$ cat config.mk
export PLATFORM = sky130hd
export DESIGN_NAME = paired_tlb
export DESIGN_NICKNAME = d
export VERILOG_FILES = /design/src/rtl/ptlb_pkg.sv /design/src/rtl/ptlb_priv.sv /design/src/rtl/ptlb_tag_cmp.sv /design/src/rtl/ptlb_first.sv /design/src/rtl/paired_tlb.sv
export SDC_FILE = /design/constraint.sdc
export NUM_CORES = 2
export LEC_CHECK = 0
export ABC_AREA = 1
export BUFFER_PORTS_ARGS = -buffer_cell sky130_fd_sc_hd__buf_2
export CAP_MARGIN = 0
export CORE_MARGIN = 2
export CORE_UTILIZATION = 35
export CTS_CLUSTER_DIAMETER = 120
export DETAILED_ROUTE_END_ITERATION = 6
export PLACE_DENSITY_LB_ADDON = 0.08
export SYNTH_ARGS = -nofsm -noshare
export SYNTH_HDL_FRONTEND = slang
export SYNTH_SLANG_ARGS = --single-unit
$ cat constraint.sdc
create_clock -name clk -period 8.6 [get_ports clk]
set_input_delay 1.72 -clock clk [delete_from_list [all_inputs] [get_ports clk]]
set_output_delay 1.72 -clock clk [all_outputs]
set_load 0.05 [all_outputs]
$ cat src/rtl/ptlb_pkg.sv
package ptlb_pkg;
  typedef enum logic [2:0] {
    FLT_NONE     = 3'd0,
    FLT_ADDR     = 3'd1,
    FLT_REFILL   = 3'd2,
    FLT_INVALID  = 3'd3,
    FLT_MODIFIED = 3'd4
  } flt_e;

  typedef enum logic [1:0] {
    ACC_FETCH = 2'd0,
    ACC_LOAD  = 2'd1,
    ACC_STORE = 2'd2
  } acc_e;

  typedef enum logic [1:0] {
    PRIV_KERNEL = 2'd0,
    PRIV_SUPER  = 2'd1,
    PRIV_USER   = 2'd2,
    PRIV_UNDEF  = 2'd3
  } priv_e;

  localparam int STATUS_W = 32;
endpackage

$ cat src/rtl/ptlb_priv.sv
module ptlb_priv
  import ptlb_pkg::*;
(
  input  logic [STATUS_W-1:0] status,
  output priv_e               priv
);
  logic force_kernel;
  logic unused_status_bits;

  assign force_kernel       = status[28] | status[2] | status[1];
  assign unused_status_bits = ^{status[31:29], status[27:5], status[0]};

  always_comb begin
    if (force_kernel || status[4:3] == 2'd0) priv = PRIV_KERNEL;
    else if (status[4:3] == 2'd1)            priv = PRIV_SUPER;
    else if (status[4:3] == 2'd2)            priv = PRIV_USER;
    else                                     priv = PRIV_UNDEF;
  end
endmodule

$ cat src/rtl/ptlb_tag_cmp.sv
module ptlb_tag_cmp #(
  parameter int VPN_W  = 21,
  parameter int ASID_W = 8
) (
  input  logic              live,
  input  logic [VPN_W-1:0]  e_vpn,
  input  logic [VPN_W-1:0]  e_mask,
  input  logic [ASID_W-1:0] e_asid,
  input  logic              e_global,
  input  logic [VPN_W-1:0]  q_vpn,
  input  logic [ASID_W-1:0] q_asid,
  output logic              hit
);
  logic page_eq;
  logic space_eq;

  assign page_eq  = ((q_vpn ^ e_vpn) & ~e_mask) == '0;
  assign space_eq = e_global | (q_asid == e_asid);
  assign hit      = live & page_eq & space_eq;
endmodule

$ cat src/rtl/ptlb_first.sv
module ptlb_first #(
  parameter int N     = 16,
  parameter int IDX_W = $clog2(N)
) (
  input  logic             clk,
  input  logic             rst,
  input  logic [N-1:0]     req,
  output logic             found,
  output logic [IDX_W-1:0] idx
);
  always_comb begin
    found = 1'b0;
    idx   = '0;
    for (int i = N - 1; i >= 0; i--) begin
      if (req[i]) begin
        found = 1'b1;
        idx   = IDX_W'(i);
      end
    end
  end

  // the reported slot really requested
  p_first_is_request_r1: assert property (@(posedge clk) disable iff (rst)
    found |-> req[idx]);
  // nothing reported when nothing requested
  p_first_none_r1: assert property (@(posedge clk) disable iff (rst)
    (req == '0) |-> !found);
endmodule

$ cat src/rtl/paired_tlb.sv
module paired_tlb
  import ptlb_pkg::*;
#(
  parameter int N_ENTRIES = 16,
  parameter int ASID_W    = 8,
  parameter int VA_W      = 32,
  parameter int PA_W      = 32
) (
  input  logic                     clk,
  input  logic                     rst,
  input  logic                     lk_valid,
  input  logic [VA_W-1:0]          lk_vaddr,
  input  logic [ASID_W-1:0]        lk_asid,
  input  logic [3:0]               lk_size,
  input  logic [1:0]               lk_kind,
  input  logic [31:0]              lk_status,
  input  logic                     small_pages,
  output logic                     rs_valid,
  output logic [PA_W-1:0]          rs_paddr,
  output logic                     rs_uncached,
  output logic [2:0]               rs_fault,
  output logic                     rs_write,
  input  logic                     wr_en,
  input  logic [$clog2(N_ENTRIES):0] wr_index,
  input  logic [VA_W-12:0]         wr_vpn,
  input  logic [VA_W-12:0]         wr_mask,
  input  logic [ASID_W-1:0]        wr_asid,
  input  logic                     wr_global,
  input  logic [PA_W-13:0]         wr_pfn_even,
  input  logic                     wr_valid_even,
  input  logic                     wr_dirty_even,
  input  logic [PA_W-13:0]         wr_pfn_odd,
  input  logic                     wr_valid_odd,
  input  logic                     wr_dirty_odd,
  input  logic                     pr_en,
  input  logic [VA_W-12:0]         pr_vpn,
  input  logic [ASID_W-1:0]        pr_asid,
  output logic                     pr_done,
  output logic                     pr_hit,
  output logic [$clog2(N_ENTRIES)-1:0] pr_index,
  input  logic                     flush,
  input  logic                     victim_adv,
  output logic [$clog2(N_ENTRIES)-1:0] victim_idx
);
  localparam int IDX_W  = $clog2(N_ENTRIES);
  localparam int WIDX_W = IDX_W + 1;
  localparam int VPN_W  = VA_W - 11;
  localparam int PFN_W  = PA_W - 12;
  localparam int SH_W   = $clog2(VA_W);
  localparam logic [WIDX_W-1:0] N_W    = WIDX_W'(N_ENTRIES);
  localparam logic [IDX_W-1:0]  LAST_I = IDX_W'(N_ENTRIES - 1);

  // slot storage: occupancy flops with reset, payload without
  logic [N_ENTRIES-1:0] occ;
  logic [VPN_W-1:0]  e_vpn   [N_ENTRIES];
  logic [VPN_W-1:0]  e_mask  [N_ENTRIES];
  logic [ASID_W-1:0] e_asid  [N_ENTRIES];
  logic              e_g     [N_ENTRIES];
  logic [PFN_W-1:0]  e_pfn0  [N_ENTRIES];
  logic [PFN_W-1:0]  e_pfn1  [N_ENTRIES];
  logic              e_v0    [N_ENTRIES];
  logic              e_v1    [N_ENTRIES];
  logic              e_d0    [N_ENTRIES];
  logic              e_d1    [N_ENTRIES];
  logic [SH_W-1:0]   e_shift [N_ENTRIES];

  logic              wr_in_range;
  logic [IDX_W-1:0]  wr_slot;
  logic [IDX_W-1:0]  victim_q;

  assign wr_in_range = wr_index < N_W;
  assign wr_slot     = wr_index[IDX_W-1:0];

  always_ff @(posedge clk) begin
    if (rst || flush) begin
      occ      <= '0;
      victim_q <= '0;
    end else begin
      if (wr_en && wr_in_range) occ[wr_slot] <= 1'b1;
      if (victim_adv) victim_q <= (victim_q == LAST_I) ? '0 : victim_q + 1'b1;
    end
  end

  always_ff @(posedge clk) begin
    if (wr_en && wr_in_range) begin
      e_vpn[wr_slot]   <= wr_vpn;
      e_mask[wr_slot]  <= wr_mask;
      e_asid[wr_slot]  <= wr_asid;
      e_g[wr_slot]     <= wr_global;
      e_pfn0[wr_slot]  <= wr_pfn_even;
      e_pfn1[wr_slot]  <= wr_pfn_odd;
      e_v0[wr_slot]    <= wr_valid_even;
      e_v1[wr_slot]    <= wr_valid_odd;
      e_d0[wr_slot]    <= wr_dirty_even;
      e_d1[wr_slot]    <= wr_dirty_odd;
      e_shift[wr_slot] <= SH_W'(10 + $countones(wr_mask));
    end
  end

  assign victim_idx = victim_q;

  // lookup page number
  logic [VPN_W-1:0] q_vpn;
  always_comb begin
    q_vpn = lk_vaddr[VA_W-1:11];
    if (!small_pages) q_vpn[1:0] = 2'b00;
  end

  // two comparator banks: lookup and probe
  logic [N_ENTRIES-1:0] lk_req;
  logic [N_ENTRIES-1:0] pb_req;

  for (genvar g = 0; g < N_ENTRIES; g++) begin : g_slot
    ptlb_tag_cmp #(.VPN_W(VPN_W), .ASID_W(ASID_W)) u_lk_cmp (
      .live(occ[g]), .e_vpn(e_vpn[g]), .e_mask(e_mask[g]), .e_asid(e_asid[g]),
      .e_global(e_g[g]), .q_vpn(q_vpn), .q_asid(lk_asid), .hit(lk_req[g]));
    ptlb_tag_cmp #(.VPN_W(VPN_W), .ASID_W(ASID_W)) u_pb_cmp (
      .live(occ[g]), .e_vpn(e_vpn[g]), .e_mask(e_mask[g]), .e_asid(e_asid[g]),
      .e_global(e_g[g]), .q_vpn(pr_vpn), .q_asid(pr_asid), .hit(pb_req[g]));
  end

  logic             lk_found;
  logic [IDX_W-1:0] lk_idx;
  logic             pb_found;
  logic [IDX_W-1:0] pb_idx;

  ptlb_first #(.N(N_ENTRIES), .IDX_W(IDX_W)) u_lk_first (
    .clk(clk), .rst(rst), .req(lk_req), .found(lk_found), .idx(lk_idx));
  ptlb_first #(.N(N_ENTRIES), .IDX_W(IDX_W)) u_pb_first (
    .clk(clk), .rst(rst), .req(pb_req), .found(pb_found), .idx(pb_idx));

  priv_e priv;
  ptlb_priv u_priv (.status(lk_status), .priv(priv));

  // half selection and address formation
  logic [SH_W-1:0]  sel_sh;
  logic             sel_odd;
  logic [PFN_W-1:0] sel_pfn;
  logic             sel_v;
  logic             sel_d;
  logic [VA_W-1:0]  off_mask;
  logic [PA_W-1:0]  frame_base;
  logic [PA_W-1:0]  pa_mapped;
  logic [PA_W-1:0]  pa_direct;

  assign sel_sh     = e_shift[lk_idx];
  assign sel_odd    = lk_vaddr[sel_sh];
  assign sel_pfn    = sel_odd ? e_pfn1[lk_idx] : e_pfn0[lk_idx];
  assign sel_v      = sel_odd ? e_v1[lk_idx]   : e_v0[lk_idx];
  assign sel_d      = sel_odd ? e_d1[lk_idx]   : e_d0[lk_idx];
  assign off_mask   = (VA_W'(1) << sel_sh) - VA_W'(1);
  assign frame_base = (({sel_pfn, 12'h000}) >> sel_sh) << sel_sh;
  assign pa_mapped  = frame_base | PA_W'(lk_vaddr & off_mask);
  assign pa_direct  = PA_W'({3'b000, lk_vaddr[VA_W-4:0]});

  logic       misaligned;
  logic [2:0] seg;
  logic       in_kcached;
  logic       in_kuncached;
  logic       is_store;

  assign misaligned   = |(lk_vaddr[3:0] & (lk_size - 4'd1));
  assign seg          = lk_vaddr[VA_W-1 -: 3];
  assign in_kcached   = seg == 3'b100;
  assign in_kuncached = seg == 3'b101;
  assign is_store     = acc_e'(lk_kind) == ACC_STORE;

  flt_e            nxt_flt;
  logic [PA_W-1:0] nxt_pa;

  always_comb begin
    nxt_flt = FLT_NONE;
    nxt_pa  = '0;
    if (misaligned) begin
      nxt_flt = FLT_ADDR;
    end else if (in_kcached) begin
      if (priv != PRIV_KERNEL) nxt_flt = FLT_ADDR;
      else                     nxt_pa  = pa_direct;
    end else if (in_kuncached) begin
      nxt_pa = pa_direct;
    end else if (!lk_found) begin
      nxt_flt = FLT_REFILL;
    end else if (!sel_v) begin
      nxt_flt = FLT_INVALID;
    end else if (is_store && !sel_d) begin
      nxt_flt = FLT_MODIFIED;
    end else begin
      nxt_pa = pa_mapped;
    end
  end

  always_ff @(posedge clk) begin
    if (rst) begin
      rs_valid    <= 1'b0;
      rs_paddr    <= '0;
      rs_uncached <= 1'b0;
      rs_fault    <= FLT_NONE;
      rs_write    <= 1'b0;
      pr_done     <= 1'b0;
      pr_hit      <= 1'b0;
      pr_index    <= '0;
    end else begin
      rs_valid <= lk_valid;
      pr_done  <= pr_en;
      if (lk_valid) begin
        rs_paddr    <= nxt_pa;
        rs_uncached <= lk_vaddr[VA_W-1] & lk_vaddr[VA_W-3];
        rs_fault    <= nxt_flt;
        rs_write    <= is_store;
      end
      if (pr_en) begin
        pr_hit   <= pb_found;
        pr_index <= pb_idx;
      end
    end
  end

  // flush empties slots and rewinds the pointer
  p_flush_empties_r11: assert property (@(posedge clk) disable iff (rst)
    flush |=> (occ == '0) && (victim_idx == '0));
  // write beyond the slot count leaves occupancy alone
  p_oob_write_ignored_r10: assert property (@(posedge clk) disable iff (rst)
    (wr_en && !flush && !(wr_index < N_W)) |=> $stable(occ));
  // misalignment always reports an address error
  p_misalign_first_r6: assert property (@(posedge clk) disable iff (rst)
    (lk_valid && (|(lk_vaddr[3:0] & (lk_size - 4'd1))))
      |=> rs_valid && rs_fault == FLT_ADDR);
  // the uncached kernel window never faults when aligned
  p_kseg_direct_r7: assert property (@(posedge clk) disable iff (rst)
    (lk_valid && lk_vaddr[VA_W-1 -: 3] == 3'b101 && !(|(lk_vaddr[3:0] & (lk_size - 4'd1))))
      |=> rs_fault == FLT_NONE && rs_uncached);
  // a modified fault only ever comes from a store
  p_modified_store_r5: assert property (@(posedge clk) disable iff (rst)
    (rs_valid && rs_fault == FLT_MODIFIED) |-> rs_write);
  // one result per request, one cycle later
  p_result_timing_r13: assert property (@(posedge clk) disable iff (rst)
    lk_valid |=> rs_valid);
  p_no_spurious_r13: assert property (@(posedge clk) disable iff (rst)
    !lk_valid |=> !rs_valid);
endmodule

==> results by group <==
Run status
  • Outcome: complete, no violations

STA
  • Final setup vio count: 0
  • Final period util: 93.0%
  • F_max: 125 MHz
  • Max Clock Skew: 0.0554 ns
  • Slew Limit Headroom: 11.4%
  • RSZ-0062 raised after global routing: no
  • Slew Viols, Final: 0
  • Final hold vios: 0
  • Fin crit period: 8.00 ns
  • Worst Tran Pin Value: 1.32 ns
  • Setup total negative slack: 0 ns

Power and ir drop
  • Register share of total power: 48.5%
  • Peak supply drop: 0.215 mV
  • P_sw: 4700 uW
  • Pleak: 0.0343 uW
  • Switching Fraction: 24.6%
  • Comb pwr share: 8.9%
  • Clock share of power: 42.6%
  • Int Pwr: 14400 uW
  • PwrDens: 206 nW/um^2

Drt
  • DR vias/cell: 5.37
  • DRT antenna net count: 0
  • Total iterations of the first detailed-routing run: 6
  • Via count: 60000
  • Post-route DRC: 0
  • Routed WL: 292000 um
  • Initial DRC count: 5823
  • WL/cell: 26.1 um

Finish
  • Commonest cells after routing, fill and taps aside: 1600 x edfxtp_1, 1098 x nand2_1, 794 x o21ai_0, 662 x a21oi_1, 579 x inv_1
  • Commonest non-fill, non-tap cell in the layout: edfxtp_1
  • # fillers: 21500
  • Final non-filler cell area: 92900 um^2
  • Register area: 49300 um^2
  • Share of layout cells above drive strength 1: 15.0%
  • Area Growth Syn to Fin: 18.5%
  • Multi-input logic area: 25100 um^2
  • Final net count: 8263

Critical path
  • Crit path top cell by count: nand2_1
  • CP Capture Type: register
  • WS Path Type: primary input to register
  • Delay-heaviest family, CP: simple AND/OR/NAND/NOR gates
  • Max incr delay on CP: 0.62 ns
  • Crit path launch type: primary input
  • Max Fanout on Critical Path: 16
  • Slowest CP cell: o41ai_1
  • Critical Path RT: 9.37 ns
  • Worst path buffer plus inverter count: 14
  • Worst EP arrival: 8.77 ns

Yosys
  • Post-synth EDFFs: 1600
  • Ys Warns: 0
  • Register area share after synthesis: 62.9%
  • #FFs+latches synth: 1664
  • Syn_nets: 7656
  • Post-Syn Area: 78400 um^2
  • Syn avg cell area: 10.6 um^2
  • Ys flop type: edfxtp_1
  • Async set-or-reset flop fraction in the synthesized netlist: 0%
  • Post-synthesis cell count: 7418
  • Number of library cell types mapped by synthesis: 72

Clock network
  • Clock Path Buffers: 3
  • Hold_buf cts: 0
  • H-tree lvl count: 4
  • Post-CTS Setup Repair Bufs: 0
  • Clock Sinks: 1664
  • Clock latency at the later pin of the worst-skew pair: 0.85 ns
  • Resized cells post-CTS: 0
  • Root Driver: clkbuf_16
  • CTS tree: yes
  • Clock buffer count from CTS: 189
  • Worst-path clk slew: 0.06 ns

Floorplanning
  • Die Span X: 477 um
  • Starting Density: 35.2%
  • Num rows: 173
  • Die ar.: 228000 um^2
  • Placeable Area: 223000 um^2
  • Die H: 477 um
  • I/O pin count: 263

Global route
  • Number of global-route vias before repair: 55600
  • GR Overflow Total: 0
  • Initial antenna violation count: 19
  • Largest net degree at the start of global routing: 147
  • GRT Total Usage: 25.0%
  • First-pass GRT wire length: 411000 um

Placed design
  • # port buffers: 235
  • Final GP Congestion: 0.942
  • Post-DP HPWL: 200000 um
  • Cell Area, Placed: 86700 um^2

Run
  • Max cap viols: 0

Min path
  • Worst Hold Class: register to register
worst register-to-register path: cells and delay by family, from the launching register on:
kind / cells / cell delay, ns
buf+inv: 14 / 2.15
flops: 1 / 0.36
simple gates: 18 / 3.09
compound gates: 9 / 1.34
registers in the layout, summed over array words and instances (netlist names), 32 cells and up:
signal	flops
e_pfn0	320
e_asid	128
e_mask	336
e_vpn	336
rs_paddr	32
e_shift	80
e_pfn1	320
stage by stage:
step / setup WS [ns] / power, uW / cells / hold WS, ns / util [%]
6_report: 0.600 / 19100 / 11200 / 0.461 / 41.8
2_1_floorplan: 1.73 / 10300 / 7418 / 0.451 / -
4_1_cts: 0.573 / 19300 / 11200 / 0.465 / 41.8
3_3_place_gp: -0.329 / 11100 / 10800 / 0.454 / 39.0
3_5_place_dp: -0.318 / 11100 / 10800 / 0.456 / 39.0
5_1_grt: 0.0784 / 19800 / 11200 / 0.482 / 41.8
worst paths after layout:
| path | slack [ns] | end | cells past startpoint | from |
|---|---|---|---|---|
| setup / recovery | 0.60 | rs_paddr[2] | 40 | lk_asid[6] |
| hold / removal | 0.46 | rs_paddr[3] | 2 | rs_paddr[3] |
| setup reg to reg | 1.60 | rs_paddr[2] | 41 | e_vpn[6][17] |
| hold reg to reg | 0.46 | rs_paddr[3] | 2 | rs_paddr[3] |
power by group through the flow:
stage,Clock [uW],Combinational [uW],Sequential [uW]
after CTS,8310,1710,9270
after detailed placement,0,1710,9440
after floorplan,0,807,9460
after global routing,8610,1860,9280
after global placement,0,1700,9440
final,8140,1700,9270
cells by family after synthesis:
family          count (synthesis)  share of synthesized area, %
compound gates               1875                          13.5
fa+ha+maj                      23                         0.511
mux                            88                          1.12
simple gates                 2605                          14.9
flops                        1664                          62.9
xor+xnor                      152                          1.70
buf+inv                      1011                          5.36
cells in the mapped netlist (73+ instances only):
library cell  instances  share of area [%]
o221ai_1            100                1.1
nand3_1             549                3.5
buf_2               117               0.75
clkbuf_1            200               0.96
a21oi_1             662                4.2
mux2i_1              88                1.1
xnor2_1             141                1.6
edfxtp_1           1600                 61
nand2_1            1099                5.3
nor2_1              543                2.6
inv_1               581                2.8
nand4_1             206                1.6
o32ai_1              73               0.82
o21ai_0             795                5.1
cell type report:
cell class,instances,share of cell area [%]
Clock inverter,101,1.13
Timing Repair Buffer,808,6.74
Tap cell,2975,4.01
Clock buffer,250,5.53
Inverter,619,2.52
Antenna cell,8,0.0215
Sequential cell,1664,53.1
Multi-Input combinational cell,4743,27.0
routing by layer:
layer / global-route usage, % / part of all wire, % / up-vias / wire, um
met5: 0 / 0.043 / - / 125
met4: 7.30 / 3.1 / 22 / 9020
li1: - / - / 28100 / -
met1: 33.9 / 43 / 29700 / 126000
met2: 41.3 / 47 / 1840 / 138000
met3: 3.82 / 6.2 / 357 / 18200
(Power assumes the default switching activity.)
